**src/rtl/cam_pkg.sv**
```systemverilog
package cam_pkg;

    // Operation selected for one cycle; the shared data bus allows one at most.
    typedef enum logic [1:0] {
        OP_NONE   = 2'd0,
        OP_WRITE  = 2'd1,
        OP_SEARCH = 2'd2,
        OP_READ   = 2'd3
    } cam_op_e;

    // Decoded per-cycle control, carried as one bundle through the datapath.
    typedef struct packed {
        cam_op_e op;
        logic    do_write;
        logic    do_search;
        logic    do_read;
    } cam_ctl_t;

    // Fixed priority: write, then search, then read.
    function automatic cam_op_e pick_op(input logic wr, input logic srch, input logic rd);
        if (wr)
            return OP_WRITE;
        else if (srch)
            return OP_SEARCH;
        else if (rd)
            return OP_READ;
        return OP_NONE;
    endfunction

    function automatic cam_ctl_t make_ctl(input cam_op_e op);
        cam_ctl_t c;
        c.op        = op;
        c.do_write  = (op == OP_WRITE);
        c.do_search = (op == OP_SEARCH);
        c.do_read   = (op == OP_READ);
        return c;
    endfunction

endpackage

```
**src/rtl/cam_op_decode.sv**
```systemverilog
module cam_op_decode
    import cam_pkg::*;
(
    input  logic     wr_en,
    input  logic     rd_en,
    input  logic     srch_en,
    output cam_ctl_t ctl
);

    cam_op_e op_sel;

    always_comb begin
        op_sel = pick_op(wr_en, srch_en, rd_en);
        ctl    = make_ctl(op_sel);
    end

endmodule

```
**src/rtl/cam_word_row.sv**
```systemverilog
module cam_word_row #(
    parameter int WIDTH = 8
) (
    input  logic             clk,
    input  logic             rst,
    input  logic             load,
    input  logic [WIDTH-1:0] wdata,
    input  logic [WIDTH-1:0] key,
    output logic [WIDTH-1:0] word_q,
    output logic             line_hit
);

    logic written_q;

    always_ff @(posedge clk) begin
        if (rst) begin
            word_q    <= '0;
            written_q <= 1'b0;
        end else if (load) begin
            word_q    <= wdata;
            written_q <= 1'b1;
        end
    end

    // Match line: only a written word may compare equal.
    always_comb begin
        line_hit = written_q && (word_q == key);
    end

endmodule

```
**src/rtl/cam_match_reduce.sv**
```systemverilog
module cam_match_reduce #(
    parameter int WORDS = 4,
    parameter int AW    = 2
) (
    input  logic [WORDS-1:0] lines,
    output logic             none_hit,
    output logic [AW-1:0]    first_idx
);

    always_comb begin
        none_hit  = ~|lines;
        first_idx = '0;
        for (int i = WORDS - 1; i >= 0; i--) begin
            if (lines[i])
                first_idx = AW'(i);
        end
    end

endmodule

```
**src/rtl/assoc_store.sv**
```systemverilog
module assoc_store
    import cam_pkg::*;
#(
    parameter int WORDS = 4,
    parameter int WIDTH = 8,
    localparam int AW   = (WORDS > 1) ? $clog2(WORDS) : 1
) (
    input  logic             clk,
    input  logic             rst,
    input  logic [AW-1:0]    addr,
    input  logic [WIDTH-1:0] din,
    input  logic             wr_en,
    input  logic             rd_en,
    input  logic             srch_en,
    output logic [WIDTH-1:0] rd_data,
    output logic [WORDS-1:0] match_vec,
    output logic             miss,
    output logic [AW-1:0]    hit_idx
);

    cam_ctl_t         ctl;
    logic [WIDTH-1:0] row_word [WORDS];
    logic [WORDS-1:0] row_hit;
    logic [WORDS-1:0] row_load;
    logic             none_c;
    logic [AW-1:0]    idx_c;
    logic [WIDTH-1:0] rd_mux;

    cam_op_decode u_dec (
        .wr_en   (wr_en),
        .rd_en   (rd_en),
        .srch_en (srch_en),
        .ctl     (ctl)
    );

    for (genvar g = 0; g < WORDS; g++) begin : g_row
        assign row_load[g] = ctl.do_write && (addr == AW'(g));

        cam_word_row #(.WIDTH(WIDTH)) u_row (
            .clk      (clk),
            .rst      (rst),
            .load     (row_load[g]),
            .wdata    (din),
            .key      (din),
            .word_q   (row_word[g]),
            .line_hit (row_hit[g])
        );
    end

    cam_match_reduce #(.WORDS(WORDS), .AW(AW)) u_red (
        .lines     (row_hit),
        .none_hit  (none_c),
        .first_idx (idx_c)
    );

    always_comb begin
        rd_mux = '0;
        for (int i = 0; i < WORDS; i++) begin
            if (addr == AW'(i))
                rd_mux = row_word[i];
        end
    end

    always_ff @(posedge clk) begin
        if (rst) begin
            rd_data <= '0;
        end else if (ctl.do_read) begin
            rd_data <= rd_mux;
        end
    end

    always_ff @(posedge clk) begin
        if (rst) begin
            match_vec <= '0;
            miss      <= 1'b1;
            hit_idx   <= '0;
        end else if (ctl.do_search) begin
            match_vec <= row_hit;
            miss      <= none_c;
            hit_idx   <= idx_c;
        end
    end

endmodule

```
**config.mk**
```make
export PLATFORM = sky130hd
export DESIGN_NAME = assoc_store
export DESIGN_NICKNAME = d
export VERILOG_FILES = /design/src/rtl/cam_pkg.sv /design/src/rtl/cam_op_decode.sv /design/src/rtl/cam_word_row.sv /design/src/rtl/cam_match_reduce.sv /design/src/rtl/assoc_store.sv
export SDC_FILE = /design/constraint.sdc
export NUM_CORES = 1
export LEC_CHECK = 0
export CORE_ASPECT_RATIO = 0.5
export CORE_MARGIN = 2
export CORE_UTILIZATION = 50
export CTS_CLUSTER_SIZE = 40
export DETAILED_ROUTE_END_ITERATION = 12
export PLACE_DENSITY_LB_ADDON = 0.12
export SLEW_MARGIN = 20
export SYNTH_ARGS = -nofsm -noshare
export SYNTH_HDL_FRONTEND = slang
export SYNTH_HIERARCHICAL = 1
export SYNTH_SLANG_ARGS = --single-unit
```
**constraint.sdc**
```tcl
create_clock -name clk -period 1.2 [get_ports clk]
set_input_delay 0.24 -clock clk [delete_from_list [all_inputs] [get_ports clk]]
set_output_delay 0.24 -clock clk [all_outputs]
set_load 0.02 [all_outputs]
```
* Word-level counts from Yosys, hierarchy flattened *
Cells that the tools add are included.

storage, ports and cells
  register bits after elaboration = 51
  bits in latches = 0
  bits in writable memories = 0
  ROM bits = 0
  input bits = 15
  logic and storage cells = 48
  memories = 0

cells by class
  add/sub/neg operators = 0
  multipliers = 0
  divide/modulo/power cells = 0
  magnitude comparators = 0
  eq/ne operators = 10
  shifts and indexed selects = 0
  multiplexer cells = 15
  bitwise logic cells = 0
  reduce and logical (&&, ||, !) cells = 11

operators by type and width
  kind                                                 number
  equality test 8 bit                                  4
  two-way mux 8 bit                                    4
  two-way mux 2 bit                                    8
  equality test 2 bit, second input constant           4
  logical AND 1 bit                                    8
  equality test 2 x 1 -> 1 bit, second input constant  2
  OR reduction 4 bit                                   1
  two-way mux 1 bit                                    3
  logical NOT 2 bit                                    1
  logical NOT 1 bit                                    1

* Longest topological paths before layout *
  depth after elaboration = 6
  mapped depth = 7
  gate-level depth less buffers = 7

* Cells and area by module *
Netlist, hierarchy kept.

modules (own cells, without submodules)
  module            instances  cells an instance  area an instance (um^2)  sequential area each (um^2)
  cam_word_row      4          41                 404.1                    180.2
  assoc_store       1          74                 794.5                    300.3
  cam_op_decode     1          7                  41.3                     0.0
  cam_match_reduce  1          6                  36.3                     0.0

* Worst setup path before layout *
OpenSTA, ideal clock, no wires.

  path type = register -> register
  start = reg g_row[0].u_row.word_q[5]
  end = reg miss
  library setup time = 0.120 ns
  arrival time = 1.177 ns
  data required time = 1.080 ns
  slack = -0.096 ns
  cell stages (with the launch flop) = 6
  period minus slack after synthesis = 1.296 ns
  cell sequence = dfxtp_1 -> xnor2_1 -> nand4_1 -> nor3_2 -> nor4_2 -> a211o_1

on the way
  longest elaborated chain between the ends = 4

RTL lines
  item                      RTL line                source
  start: declaration        cam_word_row.sv:9       output logic [WIDTH-1:0] word_q,
  start signal: assignment  cam_word_row.sv:20      word_q <= wdata;
  equality test 8 bit       cam_word_row.sv:27      line_hit = written_q && (word_q == key);
  logical AND 1 bit         cam_word_row.sv:27
  named net row_hit[0]      assoc_store.sv:23       logic [WORDS-1:0] row_hit;
  OR reduction 4 bit        cam_match_reduce.sv:11  none_hit = ~|lines;
  logical NOT 1 bit         cam_match_reduce.sv:11
  named net none_c          assoc_store.sv:25       logic none_c;
  end signal: assignment    assoc_store.sv:79       miss <= none_c;
  end: declaration          assoc_store.sv:17       output logic miss,

The timed path passes the listed nets, and every way through them passes these cells.
A chain may end at the register's enable or synchronous reset.

* Worst setup path after layout *
  start = reg g_row[2].u_row.word_q[7]
  end = reg miss

on the way
  longest elaborated chain between the ends = 4

RTL lines
  item                      RTL line
  start: declaration        cam_word_row.sv:9
  start signal: assignment  cam_word_row.sv:20
  equality test 8 bit       cam_word_row.sv:27
  logical AND 1 bit         cam_word_row.sv:27
  named net row_hit[2]      assoc_store.sv:23
  OR reduction 4 bit        cam_match_reduce.sv:11
  logical NOT 1 bit         cam_match_reduce.sv:11
  named net none_c          assoc_store.sv:25

The timed path passes the listed nets, and every way through them passes these cells.

==> flow_summary_export.csv <==
group,metric,value,unit
timing,finClkSkew,0.00807,ns
floorplanning,dieArea,0.00556,sq mm
cells_and_area,n_antenna_cell,0,
pwr,ir_drop,0.000738,V
setup_path,crit_path_end_kind,"flop",
timing,hold_ws,0.346,ns
floorplanning,design.core.area,0.00484,sq mm
timing,finalCriticalPeriod,1.39,ns
routing,dr.pass1.iters,4,
timing,slew_headroom,0.779,
pwr,p_leak,1.44,nW
clocking,clk_pin_slew_worst_paths,0.09,ns
global_route,grt_usage,0.262,
clocking,ctsHoldBuffers,0,
pwr,cellInternalPower,0.00264,W
routing,totalWireLength,6730,um
worst_hold_path,hold_path_depth,3,
timing,max_freq,718,MHz
setup_path,rr_worst_depth,6,
clocking,clkLatencyLatePin,0.30,ns
clocking,cts_num_sinks,51,
setup_path,worstPathArrival,1.59,ns
pwr,clock_power_share,0.330,
worst_hold_path,hp-class,"in2reg",
pwr,powerDensity,1000,mW/mm^2
synth,syn_area,0.00247,sq mm
job,maxCapViolCount,0,
setup_path,cpLargestDelayFamily,"simple AND/OR/NAND/NOR gates",
routing,avgRoutedWirePerCell,16.8,um
timing,worst_slew_pin_slew,0.331,ns
timing,finalHoldViolations,0,
synth,avgSynthCellArea,9.98,sq um
synth,yosys_warnings,6,
cells_and_area,finish.utilization,0.721,
setup_path,worstPathCellList,"xnor2_2 -> nand4_1 -> nor3_2 -> buf_4 -> nor4_2 -> a211o_1",
run_status,violations,"setup timing",
global_route,gr-total-overflow,0,
floorplanning,fp-row-count,18,
cells_and_area,finalInstanceArea,0.00349,sq mm
timing,rsz0062_at_grt,"yes",
routing,vias,2071,
synth,syn_inst,248,
timing,fin_ws,-0.192,ns
floorplanning,initial_utilization,0.511,
pwr,combPwrFrac,0.163,
run_status,status,"complete, but fails checks",
placed_design,hpwlAfterDp,4710,um
floorplanning,fp.dieW,103,um
global_route,grt_start_max_net_pins,22,
cells_and_area,layout_common_cells,"mux2i_1, buf_4, nor2_1",
clocking,cts_tree,"done",
placed_design,io_buffer_count,29,
timing,period_share,1.16,
cells_and_area,nets,346,
clocking,cts_buffer_depth,2,
routing,drtIter0Drc,80,
pwr,swShare,0.246,
setup_path,worst-path-buf-inv,1,
setup_path,path_class,"reg2reg",
clocking,clockRootBuffer,"clkbuf_8",
placed_design,gp_congestion,0.800,
floorplanning,ios,30,
cells_and_area,final_common_cell,"mux2i_1",
pwr,p_seq_frac,0.507,
synth,syn_nets,263,
global_route,grt_pass1_vias,2076,
routing,ant_nets,0,
pwr,switchingPower,0.000861,W
setup_path,crit_fanout,3,
setup_path,cpPeakStageDelay,0.35,ns
clocking,htreeDepth,2,
global_route,antenna_found_initial,0,
clocking,cts_made_buffers,5,
setup_path,slowest_stage,"dfxtp_2",
floorplanning,dieHeight,53.8,um
timing,final_max_slew_viol_count,0,
setup_path,start_kind,"flop",
cells_and_area,final_layout_size_suffix_gt1_frac,0.441,
setup_path,cp.depth,6,
setup_path,worst_ep_required_time,1.40,ns
timing,setup_viol,7,
global_route,grt_pass1_wl,10400,um
placed_design,place_area,0.00325,sq mm
routing,drcViolationCount,0,
routing,viasPerCell,5.16,
cells_and_area,syn_to_final_growth,41.0,%
[state kept, by name (all words and copies together) (netlist names)]
signal	count
g_row.u_row/word_q	32
g_row.u_row/written_q	4
hit_idx	2
match_vec	4
miss	1
rd_data	8
[routing by layer]
layer	track usage	wire length [um]
met1	0.369	3290
met2	0.426	3080
met3	0.0468	345
met4	0.0570	19
met5	0	0
[layout make-up]
class / instances / area, sq um
multi-input cells: 181 / 1500
fillers: 369 / 1350
flip-flops and latches: 51 / 1050
repair buffers: 91 / 746
well taps: 70 / 87.6
clock buffers: 6 / 72.6
clock inverters: 1 / 30.0
inverters: 1 / 3.75
[per-stage QoR]
step                      setup TNS (ns)  setup slack, ns  power [W]  instances
final                             -0.994           -0.192    0.00351        401
after floorplan                   -0.547          -0.0648    0.00208        248
after CTS                          -1.06           -0.212    0.00352        400
after global placement            -24.84           -0.856    0.00233        390
after global routing               -1.70           -0.322    0.00364        401
after detailed placement          -26.97           -0.885    0.00234        390
[worst reg2reg max path, cell delays in order (launching register included)]
cell,delay (ns)
dfxtp_2,0.35
xnor2_2,0.15
nand4_1,0.11
nor3_2,0.23
buf_4,0.16
nor4_2,0.04
a211o_1,0.25
[what timing repair did]
item,CTS,global route
gates resized for setup,96,27
buffers inserted,2,1
cloned,2,0
setup endpoints to repair,66,34
pin swaps,24,12
endpoints found under the hold margin,0,0
[power by group through the flow]
stage / clock (W) / sequential (W) / combinational, W
after floorplan: 0 / 0.00182 / 0.000265
after global placement: 0 / 0.00181 / 0.000518
after detailed placement: 0 / 0.00181 / 0.000529
after CTS: 0.00119 / 0.00178 / 0.000563
after global routing: 0.00125 / 0.00178 / 0.000607
final: 0.00116 / 0.00178 / 0.000571
[path summary, 6_finish.rpt]
check	start	end	slack, ns
worst max register to register	g_row[2].u_row/word_q[7]	miss	-0.19
worst min-delay path	din[0]	g_row[1].u_row/word_q[0]	0.35
worst min register to register	g_row[3].u_row/written_q	g_row[3].u_row/written_q	0.48
worst max-delay path	g_row[2].u_row/word_q[7]	miss	-0.19
Note: power is estimated with default switching activity, not from simulation.
